`config.mk`:
```
export PLATFORM = sky130hd
export DESIGN_NAME = spi_boot_fetch
export DESIGN_NICKNAME = d
export VERILOG_FILES = /design/src/rtl/spi_boot_pkg.sv /design/src/rtl/spi_boot_clkdiv.sv /design/src/rtl/spi_boot_seq.sv /design/src/rtl/spi_boot_pack.sv /design/src/rtl/spi_boot_fetch.sv
export SDC_FILE = /design/constraint.sdc
export NUM_CORES = 1
export LEC_CHECK = 0
export ABC_AREA = 1
export BUFFER_PORTS_ARGS = -buffer_cell sky130_fd_sc_hd__buf_2
export CAP_MARGIN = 20
export CORE_MARGIN = 10
export CORE_UTILIZATION = 55
export DETAILED_ROUTE_END_ITERATION = 10
export GPL_TIMING_DRIVEN = 0
export PLACE_DENSITY = 0.75
export SLEW_MARGIN = 20
export SYNTH_ARGS = -nofsm -noshare
export SYNTH_HDL_FRONTEND = slang
export SYNTH_SLANG_ARGS = --single-unit
export TNS_END_PERCENT = 1
```
`constraint.sdc`:
```
create_clock -name clk -period 5 [get_ports clk]
set_input_delay 0.5 -clock clk [delete_from_list [all_inputs] [get_ports clk]]
set_output_delay 0.5 -clock clk [all_outputs]
set_load 0.02 [all_outputs]
```
`src/rtl/spi_boot_pkg.sv`:
```
package spi_boot_pkg;

   localparam int RATIO_W = 4;
   localparam int OPC_W   = 8;
   localparam int DUMMY_W = 3;
   localparam int PWRC_W  = 16;
   localparam int CTRL_W  = RATIO_W + OPC_W + DUMMY_W + PWRC_W;

   // Field order is fixed by the register layout: ratio in the low bits.
   typedef struct packed {
      logic [PWRC_W-1:0]  pwr_cycles;
      logic [DUMMY_W-1:0] dummy;
      logic [OPC_W-1:0]   opcode;
      logic [RATIO_W-1:0] ratio;
   } ctrl_t;

   localparam logic [CTRL_W-1:0] CTRL_RESET = 31'h01F4003F;

   typedef enum logic [2:0] {
      ST_PWR   = 3'd0,
      ST_CMD   = 3'd1,
      ST_DUMMY = 3'd2,
      ST_DATA  = 3'd3,
      ST_DONE  = 3'd4
   } fetch_st_t;

endpackage

```
`src/rtl/spi_boot_clkdiv.sv`:
```
module spi_boot_clkdiv #(
   parameter int RATIO_W = 4
) (
   input  logic               clk,
   input  logic               rst_n,
   input  logic               en,
   input  logic [RATIO_W-1:0] ratio,
   output logic               sck,
   output logic               rise_evt,
   output logic               fall_evt
);

   localparam int DIV_W = RATIO_W + 1;

   if (RATIO_W < 1 || RATIO_W > 8) begin : g_bad_ratio
      $error("spi_boot_clkdiv: RATIO_W out of range");
   end

   logic [DIV_W-1:0] div_q;
   logic [DIV_W-1:0] cnt_q;
   logic [DIV_W-1:0] low_len;
   logic [DIV_W-1:0] div_new;
   logic             sck_q;

   assign div_new  = DIV_W'(ratio) + DIV_W'(2);
   assign low_len  = div_q - (div_q >> 1);
   assign rise_evt = en && (cnt_q == (low_len - 1'b1));
   assign fall_evt = en && (cnt_q == (div_q - 1'b1));
   assign sck      = sck_q;

   // The divisor is captured only while idle or at the end of a period.
   always_ff @(posedge clk or negedge rst_n) begin
      if (!rst_n) begin
         div_q <= DIV_W'(2);
         cnt_q <= '0;
         sck_q <= 1'b0;
      end else if (!en) begin
         div_q <= div_new;
         cnt_q <= '0;
         sck_q <= 1'b0;
      end else if (fall_evt) begin
         div_q <= div_new;
         cnt_q <= '0;
         sck_q <= 1'b0;
      end else begin
         cnt_q <= cnt_q + 1'b1;
         if (rise_evt) sck_q <= 1'b1;
      end
   end

   // divisor holds for the whole of a running period
   p_div_hold_r7: assert property (@(posedge clk) disable iff (!rst_n)
      (en && !fall_evt) |=> (div_q == $past(div_q)));

endmodule

```
`src/rtl/spi_boot_seq.sv`:
```
module spi_boot_seq
   import spi_boot_pkg::*;
#(
   parameter int ADDR_W = 24
) (
   input  logic               clk,
   input  logic               rst_n,
   input  logic               supply_mode,
   input  logic [OPC_W-1:0]   opcode,
   input  logic [DUMMY_W-1:0] dummy,
   input  logic [PWRC_W-1:0]  pwr_cycles,
   input  logic               load_done,
   input  logic               rise_evt,
   input  logic               fall_evt,
   output logic               run_en,
   output logic               cs_n,
   output logic               mosi,
   output logic               sample_en,
   output logic               parked
);

   localparam int CMD_BITS = OPC_W + ADDR_W;
   localparam int CW0      = $clog2(CMD_BITS);
   localparam int CNT_W    = (CW0 > DUMMY_W) ? CW0 : DUMMY_W;

   if (CMD_BITS < 8 || CNT_W < 3) begin : g_bad_cmd
      $error("spi_boot_seq: command too short");
   end

   fetch_st_t           st_q;
   logic [PWRC_W-1:0]   pcnt_q;
   logic [CMD_BITS-1:0] cmd_q;
   logic [CNT_W-1:0]    bit_q;
   logic [DUMMY_W-1:0]  dummy_q;
   logic                done_req_q;
   logic                cs_q;

   assign run_en    = (st_q == ST_CMD) || (st_q == ST_DUMMY) || (st_q == ST_DATA);
   assign cs_n      = cs_q;
   assign mosi      = (st_q == ST_CMD) ? cmd_q[CMD_BITS-1] : 1'b0;
   assign sample_en = (st_q == ST_DATA) && rise_evt;
   assign parked    = (st_q == ST_DONE);

   always_ff @(posedge clk or negedge rst_n) begin
      if (!rst_n) begin
         st_q       <= ST_PWR;
         pcnt_q     <= '0;
         cmd_q      <= '0;
         bit_q      <= '0;
         dummy_q    <= '0;
         done_req_q <= 1'b0;
         cs_q       <= 1'b1;
      end else begin
         if (load_done) done_req_q <= 1'b1;
         case (st_q)
            ST_PWR: begin
               if (!supply_mode || (pcnt_q >= pwr_cycles)) begin
                  st_q    <= ST_CMD;
                  cs_q    <= 1'b0;
                  cmd_q   <= {opcode, {ADDR_W{1'b0}}};
                  dummy_q <= dummy;
                  bit_q   <= '0;
               end else begin
                  pcnt_q <= pcnt_q + 1'b1;
               end
            end
            ST_CMD: if (fall_evt) begin
               cmd_q <= cmd_q << 1;
               if (bit_q == CNT_W'(CMD_BITS - 1)) begin
                  bit_q <= '0;
                  st_q  <= (dummy_q == '0) ? ST_DATA : ST_DUMMY;
               end else begin
                  bit_q <= bit_q + 1'b1;
               end
            end
            ST_DUMMY: if (fall_evt) begin
               if ((bit_q + 1'b1) == CNT_W'(dummy_q)) begin
                  bit_q <= '0;
                  st_q  <= ST_DATA;
               end else begin
                  bit_q <= bit_q + 1'b1;
               end
            end
            ST_DATA: if (fall_evt) begin
               bit_q <= bit_q + 1'b1;
               if (done_req_q && (bit_q[2:0] == 3'd7)) begin
                  st_q <= ST_DONE;
                  cs_q <= 1'b1;
               end
            end
            default: ;
         endcase
      end
   end

endmodule

```
`src/rtl/spi_boot_pack.sv`:
```
module spi_boot_pack #(
   parameter int WORD_W = 32
) (
   input  logic              clk,
   input  logic              rst_n,
   input  logic              sample_en,
   input  logic              bit_in,
   output logic              word_valid,
   output logic [WORD_W-1:0] word_data
);

   localparam int NB     = WORD_W / 8;
   localparam int LANE_W = (NB > 1) ? $clog2(NB) : 1;

   if ((WORD_W % 8) != 0 || WORD_W < 16) begin : g_bad_word
      $error("spi_boot_pack: WORD_W must be a multiple of 8, at least 16");
   end

   logic [2:0]        bit_q;
   logic [LANE_W-1:0] lane_q;
   logic [6:0]        part_q;
   logic [WORD_W-1:0] acc_q;
   logic [WORD_W-1:0] word_next;
   logic [7:0]        byte_w;
   logic              valid_q;
   logic [WORD_W-1:0] data_q;

   assign byte_w = {part_q, bit_in};

   // Completed byte lands in the lane selected by the byte index, low lane first.
   for (genvar i = 0; i < NB; i++) begin : g_lane
      assign word_next[8*i +: 8] = (lane_q == LANE_W'(i)) ? byte_w : acc_q[8*i +: 8];
   end

   always_ff @(posedge clk or negedge rst_n) begin
      if (!rst_n) begin
         bit_q   <= '0;
         lane_q  <= '0;
         part_q  <= '0;
         acc_q   <= '0;
         valid_q <= 1'b0;
         data_q  <= '0;
      end else begin
         valid_q <= 1'b0;
         if (sample_en) begin
            part_q <= {part_q[5:0], bit_in};
            bit_q  <= bit_q + 1'b1;
            if (bit_q == 3'd7) begin
               acc_q <= word_next;
               if (lane_q == LANE_W'(NB - 1)) begin
                  lane_q  <= '0;
                  valid_q <= 1'b1;
                  data_q  <= word_next;
               end else begin
                  lane_q <= lane_q + 1'b1;
               end
            end
         end
      end
   end

   assign word_valid = valid_q;
   assign word_data  = data_q;

   // a word strobe never lasts more than one cycle
   p_word_single_r6: assert property (@(posedge clk) disable iff (!rst_n)
      word_valid |=> !word_valid);

endmodule

```
`src/rtl/spi_boot_fetch.sv`:
```
module spi_boot_fetch
   import spi_boot_pkg::*;
#(
   parameter int ADDR_W      = 24,
   parameter int WORD_W      = 32,
   parameter int SUPPLY_PINS = 3
) (
   input  logic                   clk,
   input  logic                   rst_n,
   input  logic                   supply_mode,
   input  logic                   reg_wr,
   input  logic [CTRL_W-1:0]      reg_wdata,
   output logic                   flash_cs_n,
   output logic                   flash_sck,
   output logic                   flash_mosi,
   input  logic                   flash_miso,
   output logic [SUPPLY_PINS-1:0] flash_pwr,
   output logic                   word_valid,
   output logic [WORD_W-1:0]      word_data,
   input  logic                   load_done
);

   if (SUPPLY_PINS < 1) begin : g_bad_pins
      $error("spi_boot_fetch: SUPPLY_PINS must be at least 1");
   end

   ctrl_t ctrl_q;
   logic  run_en, rise_evt, fall_evt, sample_en, parked;

   always_ff @(posedge clk or negedge rst_n) begin
      if (!rst_n)      ctrl_q <= ctrl_t'(CTRL_RESET);
      else if (reg_wr) ctrl_q <= ctrl_t'(reg_wdata);
   end

   spi_boot_clkdiv #(.RATIO_W(RATIO_W)) u_div (
      .clk      (clk),
      .rst_n    (rst_n),
      .en       (run_en),
      .ratio    (ctrl_q.ratio),
      .sck      (flash_sck),
      .rise_evt (rise_evt),
      .fall_evt (fall_evt)
   );

   spi_boot_seq #(.ADDR_W(ADDR_W)) u_seq (
      .clk         (clk),
      .rst_n       (rst_n),
      .supply_mode (supply_mode),
      .opcode      (ctrl_q.opcode),
      .dummy       (ctrl_q.dummy),
      .pwr_cycles  (ctrl_q.pwr_cycles),
      .load_done   (load_done),
      .rise_evt    (rise_evt),
      .fall_evt    (fall_evt),
      .run_en      (run_en),
      .cs_n        (flash_cs_n),
      .mosi        (flash_mosi),
      .sample_en   (sample_en),
      .parked      (parked)
   );

   spi_boot_pack #(.WORD_W(WORD_W)) u_pack (
      .clk        (clk),
      .rst_n      (rst_n),
      .sample_en  (sample_en),
      .bit_in     (flash_miso),
      .word_valid (word_valid),
      .word_data  (word_data)
   );

   for (genvar i = 0; i < SUPPLY_PINS; i++) begin : g_pwr
      assign flash_pwr[i] = supply_mode & ~parked;
   end

   // serial clock idles low whenever the flash is deselected
   p_idle_sck_r2: assert property (@(posedge clk) disable iff (!rst_n)
      flash_cs_n |-> !flash_sck);

   // MOSI only moves while the serial clock is low
   p_mosi_stable_r4: assert property (@(posedge clk) disable iff (!rst_n)
      (flash_sck && $past(flash_sck)) |-> $stable(flash_mosi));

   // supply pins high during an access in supply-control mode
   p_pwr_high_r8: assert property (@(posedge clk) disable iff (!rst_n)
      (supply_mode && !flash_cs_n) |-> (&flash_pwr));

   // pins parked when the download ends
   p_park_r10: assert property (@(posedge clk) disable iff (!rst_n)
      $rose(flash_cs_n) |-> (!flash_sck && !flash_mosi && (flash_pwr == '0)));

endmodule

```
==> run metrics, run 1 <==
Min Clock Period, post-route approximately 2.7 ns; vias in the first global route between 5,000 and 6,000; core box area approximately 13,000 µm²; largest net degree at the start of global routing around 90; Die ar. ~19,000 µm²; Worst Reg2Reg Path Length in Cells 13; Die H around 140 µm; first drt pass iteration count 5; Distinct cells, synth 39; Root Driver clkbuf_16; CP endpoint kind flop; Worst Skew roughly 0.0063 ns; DRC 0; Final Cell Area between 8000 and 9000 µm²; critical path type reg -> reg; top-area cell type share of the netlist area 45.1%; status finished, violations left; placed cell areas approximately 8100 µm²; IO Pins 76; worst endpoint required time between 5 and 6 ns; # fillers ~1,100; Main synth FF type dfrtp_1; top post-synthesis cells by area dfrtp_1 45%, nand2_1 14%, nand3_1 6.4%; layer with the highest usage met2; YS warnings 0; EDFF count, synth 0; drt wl/cell roughly 14 µm; Hold Crit Class in -> async; average cell area after synthesis 8.59 µm²; NumNets Final a little over 1,000; vias approximately 6,000; Post-DRT Antenna Nets 0; CTS buffer count 17; Starting DRT DRC Count roughly 510; worst-margin pin slew 0.538 ns; I/O Buffers 74; met1 Usage GRT approximately 24%; CTS H-tree depth 4; dpl ws 2.32 ns; Post-CTS Resized 0; Data arrival, critical path about 3.0 ns; Antenna diodes 0; static leakage about 4.7 nW; initial core utilization between 50% and 60%; GRT Total Usage a little under a fifth; Die Width 136 µm; Commonest cells post-synth 268 x nand2_1, 134 x dfrtp_1, 95 x nand3_1; slew margin rel. between 60% and 70%; clock slew seen by the registers of the worst setup and hold paths 0.06 ns; crit start category flop; # clock sinks roughly 150; violated checks negative hold slack; Async SR Flop Fraction 100%; first-pass GRT wire length between 20 and 30 mm; area grow syn2layout 16.2%; setup repair bufs after CTS 0; antenna violations before repair 0; CTS max path bufs 2; min setup slack post-route around 2.3 ns; maximum VDD drop approximately 300 µV; Worst Path Max Fanout 10; utilization after layout 65.3%; Max Cap Violations 0; RePlAce Congestion around 0.85; sequential area share after synthesis 50.0%; Hold-fix buffers, CTS 0; Seq cells post-synth 148; synthesized area roughly 7400 µm²; pwr dens around 310 nW/µm²; met3 Use GR roughly 5.2%; DPL Wire Length around 12 mm; Sum Neg Setup Slack 0 ns; Synth Instances ~870; Tot Pwr around 2.7 mW; CTS tree yes; met2 Track Usage GR 29.1%; period utilisation layout 54.1%; grt ovf 0; Final Hold Fails 5; fin. max-slew vios 0; Post-Route WL between 15 and 20 mm; worst hold slack -0.00798 ns; biggest area consumer among synthesized cells dfrtp_1; f_max ~370 MHz; FP Rows between 40 and 50; Clk Latency, worst-skew pair ~0.43 ns; Post-Syn Nets roughly 940; Via density around 5.2; Final setup viols 0; cell with the most instances after synthesis nand2_1; layout cells sized above 1 between 10% and 20%; RSZ-0062 raised after global routing false
## critical path, cell delays in order (launching register included)
cell	delay (ns)
dfstp_2	0.57
inv_1	0.10
ha_1	0.22
fa_1	0.45
xnor2_1	0.17
nand3_1	0.09
nor2_1	0.10
nand3_1	0.13
nor2_2	0.13
buf_4	0.21
nand2_4	0.11
buf_6	0.16
nand2_1	0.07
nand2_1	0.06
## cell families (layout without fill, tap and decap cells)
kind of cell / count (synthesis) / count (layout) / synth area share (%)
flops: 148 / 148 / 50.0
simple gates: 437 / 437 / 24.2
xor+xnor: 29 / 29 / 3.41
buf+inv: 109 / 216 / 6.42
fa+ha+maj: 38 / 38 / 6.49
compound gates: 80 / 80 / 5.73
mux: 25 / 25 / 3.78
## final timing paths
| kind | end | slack (ns) | start |
|---|---|---|---|
| setup / recovery | u_pack.acc_q[23] | 2.29 | u_div.div_q[1] |
| hold / removal | u_pack.word_data[9] | -0.008 | rst_n |
| setup reg to reg | u_pack.acc_q[23] | 2.29 | u_div.div_q[1] |
| hold reg to reg | u_pack.word_data[13] | 0.47 | u_pack.word_data[13] |
| max in group asynchronous | ctrl_q[22] | 4.20 | rst_n |
| min in group clk | ctrl_q[12] | 0.28 | reg_wdata[12] |
## placed cells by master (no fill, tap or decap), drive strengths merged, types with 2 or more instances in the layout
cell type / synthesis / final
nor2: 61 / 61
or2: 2 / 2
dfrtp: 134 / 134
a21oi: 31 / 31
nor4: 2 / 2
nand2: 269 / 269
mux2: 25 / 25
xor2: 22 / 22
inv: 71 / 71
nand3: 95 / 95
o21ai: 43 / 43
and2: 2 / 2
dfstp: 14 / 14
clkinv: 1 / 4
ha: 37 / 37
xnor2: 7 / 7
buf: 23 / 98
clkbuf: 14 / 39
nor3: 2 / 2
clkinvlp: 0 / 3
## flip-flops by register name, indices dropped and copies added, names as in the netlist, 3 cells and up
signal,count
u_seq.pcnt_q,16
u_pack.word_data,32
u_seq.st_q,3
u_pack.bit_q,3
u_pack.acc_q,24
ctrl_q,31
u_seq.cmd_q,8
u_div.div_q,5
u_seq.dummy_q,3
u_seq.bit_q,5
u_div.cnt_q,5
u_pack.part_q,7
## layout make-up
class,instances,area [µm²],share of cell area (%)
flip-flops and latches,148,3720,43.0
inverters,72,270,3.13
clock inverters,7,71.3,0.825
multi-input cells,609,3240,37.5
plain buffers,37,208,2.40
clock buffers,25,505,5.85
repair buffers,75,408,4.72
well taps,176,220,2.55
## layer usage
metal	vias to the layer above	share of wire [%]	wire, µm
li1	2960	-	-
met1	2816	45	7390
met2	175	46	7610
met3	32	7.6	1270
met4	0	1.7	278
met5	-	0	0
## power by group
group	switching, mW	total [mW]	internal (mW)
Sequential	0.0158	1.25	1.23
Combinational	0.118	0.199	0.0811
Clock	0.482	1.23	0.749
## through the flow
stage | std cells | hold WS, ns
detailed placement | 1117 | 0.455
global route | 1149 | 0.0218
floorplan | 866 | 0.204
CTS | 1149 | 0.00595
global placement | 1116 | 0.450
finish | 1149 | -0.00798
Power figures use the tool's default switching activity.
==> inputs of run 2 (changes only) <==
--- a/config.mk
+++ b/config.mk
@@ -9,10 +9,10 @@
 export BUFFER_PORTS_ARGS = -buffer_cell sky130_fd_sc_hd__buf_2
 export CAP_MARGIN = 20
 export CORE_MARGIN = 10
-export CORE_UTILIZATION = 55
+export CORE_UTILIZATION = 53
 export DETAILED_ROUTE_END_ITERATION = 10
 export GPL_TIMING_DRIVEN = 0
-export PLACE_DENSITY = 0.75
+export PLACE_DENSITY = 0.76
 export SLEW_MARGIN = 20
 export SYNTH_ARGS = -nofsm -noshare
 export SYNTH_HDL_FRONTEND = slang
==> constraint.sdc (replaced) <==
create_clock -name clk -period 2.35 [get_ports clk]
set_input_delay 0.235 -clock clk [delete_from_list [all_inputs] [get_ports clk]]
set_output_delay 0.235 -clock clk [all_outputs]
set_load 0.02 [all_outputs]
==> run 2 against run 1 <==
  * The run ends with negative setup slack left
  * Cell count grew 0.61%
  * Clock power rose by 120%
  * Cell area rose by 1.6%
  * Setup slack got worse by 2.5 ns
  * Global-route usage fell by 1.2 points
  * Clock skew about the same
==> run metrics, run 2 (same netlist as run 1, synthesis figures left out) <==
Min Clock Period, post-route ~2.5 ns; slowest cell on the critical path dfstp_2; FF-to-FF Start u_div.div_q[1]; first-pass GRT wire length between 20 and 30 mm; Clk Latency, worst-skew pair between 0.4 and 0.5 ns; CTS H-tree depth 4; CP endpoint kind flop; Post-Route WL about 17 mm; clock slew seen by the registers of the worst setup and hold paths 0.06 ns; period utilisation layout 107%; antenna violations before repair 0; Worst Reg2Reg Path Length in Cells 13; Post-DRT Antenna Nets 0; RSZ-0062 raised after global routing true; Bufs and invs on worst path 3; largest net degree at the start of global routing between 80 and 90; violated checks negative setup slack; CTS buffer count 17; Via density 5.24; max reg flops 32; FP Rows 43; utilization after layout 63.5%; status finished, violations left; GRT Total Usage about 17%; f_max between 300 and 400 MHz; critical path type reg -> reg; DPL Wire Length ~12 mm; Root Driver clkbuf_16; maximum VDD drop approximately 440 µV; Max Cap Violations 0; Levels on crit path 13; static leakage ~4.7 nW; Die ar. between 15,000 and 20,000 µm²; min setup slack post-route -0.155 ns; pwr dens between 600 and 700 nW/µm²; WHS Endpoint ctrl_q[29]; drt wl/cell 14.4 µm; Die H 138 µm; Worst Skew a little under 0.006 ns; CP top delay family adder cells; # clock sinks about 150; Data arrival, critical path roughly 2.8 ns; DRC 0; Final setup viols ~70; fin. max-slew vios 0; Hold Crit Class in -> reg; worst endpoint required time around 2.7 ns; vias in the first global route ~6,000; Final Hold Fails 0; # fillers 1,124; Worst Path Max Fanout 10; Starting DRT DRC Count between 300 and 400; layout cells sized above 1 about a fifth; initial core utilization between 50% and 60%; commonest non-fill, non-tap cells in the layout 266 x nand2_1, 134 x dfrtp_1, 93 x nand3_1, 80 x buf_2, 67 x inv_1; area grow syn2layout 18.0%; R2R setup slack -0.16 ns; CTS tree yes; crit start category flop; first drt pass iteration count 5; IO Pins 76; RePlAce Congestion ~0.83; core box area 13,800 µm²; CTS max path bufs 2; reg2reg end u_pack.acc_q[9]; worst-margin pin slew between 0.5 and 0.6 ns; vias 6,053; NumNets Final 1,039; hold depth 3; Die Width between 100 and 150 µm; grt ovf 0; I/O Buffers 74; worst path cell trace inv_4 > ha_4 > fa_2 > xnor2_1 > nand3_1 > nor2_1 > nand3_2 > nor2_4 > buf_6 > nand2_8 > buf_6 > nand2_1 > nand2_1; dpl ws -0.260 ns; CP max stage delay around 0.56 ns; commonest non-fill, non-tap cell in the layout nand2_1; beginning of the worst hold path reg_wdata[29]; slew margin rel. a little over three fifths; Antenna diodes 0
[run 2: changes by cell type in the layout (fill, tap and decap cells not counted), sizes merged]
cell         previous run  this run
dlygate4sd3             0         1
clkinv                  4         7
clkbuf                 39        35
clkinvlp                3         1
buf                    98       101
bufinv                  1         3
[run 2: stage by stage]
stage	setup TNS, ns	instance area [µm²]	hold slack [ns]	std cells	total power, mW
global placement	-161.38	8050	0.444	1120	3.11
finish	-7.60	8780	0.0242	1156	5.85
floorplan	-0.0319	7460	-0.0606	866	2.97
global route	-17.15	8780	0.0150	1156	6.07
detailed placement	-14.69	8090	0.223	1121	3.13
CTS	-7.96	8730	0.0141	1156	5.86
[run 2: layout make-up]
| class | count | area (µm²) | share of cell area [%] |
|---|---|---|---|
| inverters | 72 | 275 | 3.13 |
| well taps | 180 | 225 | 2.56 |
| plain buffers | 37 | 224 | 2.55 |
| multi-input cells | 609 | 3310 | 37.6 |
| repair buffers | 79 | 440 | 5.01 |
| flip-flops and latches | 148 | 3720 | 42.4 |
| clock inverters | 10 | 131 | 1.50 |
| clock buffers | 21 | 460 | 5.24 |
[run 2: timing repair]
action	4_1_cts	5_1_grt
setup buffers	2	0
gates resized for setup	5	15
cloned	1	0
setup endpoints to repair	71	110
hold endpoints to repair	57	0
hold buffers	1	0
pin swaps	3	0
[run 2: layer usage]
metal	part of all wire (%)	GRT usage [%]	up-vias	wire (µm)
met5	0	0	-	0
met4	1.8	5.88	0	295
met3	5.9	4.49	30	976
met2	47	27.5	163	7760
met1	46	23.0	2888	7630
li1	-	-	2972	-
[run 2: worst max path at each step]
stage | from | endpoint | slack, ns
3_5_place_dp | u_div.div_q[1] | u_pack.acc_q[9] | -0.26
4_1_cts | u_div.div_q[1] | u_pack.acc_q[9] | -0.16
3_3_place_gp | rst_n | ctrl_q[15] | -1.10
5_1_grt | u_div.div_q[1] | u_pack.acc_q[9] | -0.28
6_report | u_div.div_q[1] | u_pack.acc_q[9] | -0.16
2_1_floorplan | u_div.div_q[1] | u_pack.lane_q[1] | -0.003
[run 2: worst register-to-register path: stages, from the launching register on]
cell and delay, ns:
dfstp_2 0.56, inv_4 0.06, ha_4 0.16, fa_2 0.53, xnor2_1 0.11, nand3_1 0.09, nor2_1 0.11, nand3_2 0.12
nor2_4 0.15, buf_6 0.16, nand2_8 0.08, buf_6 0.15, nand2_1 0.07, nand2_1 0.06
[run 2: where the power goes]
| part | internal (mW) | total, mW | switching, mW |
|---|---|---|---|
| logic | 0.188 | 0.458 | 0.269 |
| clock network | 1.71 | 2.73 | 1.02 |
| registers | 2.63 | 2.66 | 0.0346 |
==> inputs of run 3 (changes only) <==
--- a/config.mk
+++ b/config.mk
@@ -8,6 +8,7 @@
 export ABC_AREA = 1
 export BUFFER_PORTS_ARGS = -buffer_cell sky130_fd_sc_hd__buf_2
 export CAP_MARGIN = 20
+export CORE_ASPECT_RATIO = 1.75
 export CORE_MARGIN = 10
 export CORE_UTILIZATION = 53
 export DETAILED_ROUTE_END_ITERATION = 10
==> run 3 against run 2 <==
  * Global-route usage up 1.6 points
  * First-iteration DRC count shrank 47%
  * Worst hold slack gained 0.0093 ns
  * Critical endpoint is now u_pack.word_data[3]
  * The flow still finishes with violations (negative setup slack)
  * Largest power group is now registers
  * Die area is 0.98% higher
  * Flip-flop and latch count unchanged
==> run metrics, run 3 (same netlist as run 1, synthesis figures left out) <==
status finished, violations left; violated checks negative setup slack; antenna violations before repair 0; DRC 0; RSZ-0062 raised after global routing true; Min Clock Period, post-route between 2 and 3 ns; crit start category flop; FP Rows 57; Die Width around 110 µm; Max Cap Violations 0; Tot Pwr 5.59 mW; placed cell areas 8090 µm²; initial core utilization 53.8%; worst endpoint required time ~2.7 ns; Die H around 180 µm; slowest cell on the critical path dfstp_2; CTS max path bufs 2; CP endpoint kind flop; Die ar. a little under 20,000 µm²; static leakage between 4 and 5 nW; core box area approximately 14,000 µm²; Root Driver clkbuf_16; max reg flops 32; maximum VDD drop 487 µV; RePlAce Congestion about 0.86; clock slew seen by the registers of the worst setup and hold paths approximately 0.06 ns; GRT Total Usage a little under a fifth; Final Cell Area approximately 9000 µm²; area grow syn2layout 20.8%; slew margin rel. between 50% and 60%; dpl ws -0.302 ns; DPL Wire Length ~12 mm; first drt pass iteration count 6; CTS buffer count 17; Bufs and invs on worst path 4; vias in the first global route approximately 6,400; IO Pins between 70 and 80; grt ovf 0; layout cells sized above 1 22.1%; Clk Latency, worst-skew pair approximately 0.42 ns; largest net degree at the start of global routing 96; CTS tree yes; drt wl/cell roughly 15 µm; min setup slack post-route -0.214 ns; CP top delay family simple AND/OR/NAND/NOR gates; CP max stage delay between 0.5 and 0.6 ns; Hold Crit Class in -> reg; worst-margin pin slew around 0.7 ns; first-pass GRT wire length roughly 30 mm; Via density between 5 and 6; commonest non-fill, non-tap cell in the layout nand2_1; pwr dens roughly 620 nW/µm²; critical path type reg -> reg; Data arrival, critical path about 3 ns; period utilisation layout 109%; # clock sinks between 100 and 150; Post-Route WL between 15 and 20 mm; I/O Buffers 74; Post-DRT Antenna Nets 0; f_max between 300 and 400 MHz; Final Hold Fails 0; vias ~6,100; Final setup viols slightly below 70; CTS H-tree depth 4; NumNets Final roughly 1,000; Starting DRT DRC Count 210; Worst Skew 0.0116 ns; Worst Path Max Fanout 10; fin. max-slew vios 0; worst path cell trace inv_4 > ha_4 > fa_1 > xnor2_1 > nand3_1 > nor2_2 > nand3_2 > nor2_4 > buf_6 > buf_12 > buf_12 > nand3_2 > nand2_1; commonest non-fill, non-tap cells in the layout 252 x nand2_1, 134 x dfrtp_1, 89 x nand3_1, 77 x buf_2, 68 x inv_1; Antenna diodes 0
[run 3: cell count changes in the layout (fill, tap and decap cells not counted), moves of 5 or more]
cell / previous run / this run
buf_8: 1 / 6
nand2_1: 266 / 252
nand2_2: 2 / 14
buf_6: 6 / 11
[run 3: final timing paths]
path	depth (start not counted)	startpoint	slack (ns)	to
min	3	reg_wdata[4]	0.03	ctrl_q[4]
min in group asynchronous	2	rst_n	0.31	ctrl_q[16]
min reg2reg	2	u_pack.word_data[12]	0.46	u_pack.word_data[12]
max in group asynchronous	3	rst_n	1.23	u_pack.acc_q[7]
max reg2reg	13	u_div.div_q[1]	-0.21	u_pack.word_data[3]
max	13	u_div.div_q[1]	-0.21	u_pack.word_data[3]
[run 3: through the flow]
stage | hold WS (ns) | instances | util (%) | TNS [ns]
2_1_floorplan | -0.0606 | 866 | - | -0.0319
3_3_place_gp | 0.426 | 1117 | 58.2 | -155.29
3_5_place_dp | 0.171 | 1118 | 58.4 | -15.72
4_1_cts | 0.0192 | 1163 | 64.4 | -9.89
5_1_grt | 0.0327 | 1163 | 65.0 | -18.53
6_report | 0.0335 | 1163 | 65.0 | -10.91
[run 3: area by class of cell]
| type | instances | area (µm²) |
|---|---|---|
| Timing Repair Buffer | 88 | 566 |
| Inverter | 72 | 277 |
| Fill cell | 1164 | 4850 |
| Sequential cell | 148 | 3720 |
| Tap cell | 177 | 221 |
| Multi-Input combinational cell | 609 | 3380 |
| Clock buffer | 20 | 467 |
| Clock inverter | 12 | 81.3 |
| Buffer | 37 | 279 |
[run 3: routing by layer]
layer | wire length (µm) | vias to the layer above | GRT usage, %
met3 | 770 | 54 | 3.54
met1 | 6510 | 2901 | 19.7
li1 | - | 2983 | -
met2 | 9490 | 162 | 34.5
met4 | 754 | 0 | 11.0
met5 | 0 | - | 0
[run 3: power breakdown]
part	internal [mW]	total, mW	switching, mW
combinational	0.183	0.446	0.263
sequential	2.63	2.66	0.0354
clock	1.43	2.48	1.05
[run 3: worst min-delay path: cells and delay by family]
kind	cells	cell delay, ns
simple gates	1	0.04
compound gates	1	0.06
buf+inv	1	0.07
[run 3: repair_timing]
item	4_1_cts	5_1_grt
pin swaps	19	20
cloned	3	0
gates resized for setup	38	30
setup buffers	8	0
endpoints found under the hold margin	47	0
hold buffers	2	0
endpoints found under the setup margin	69	111
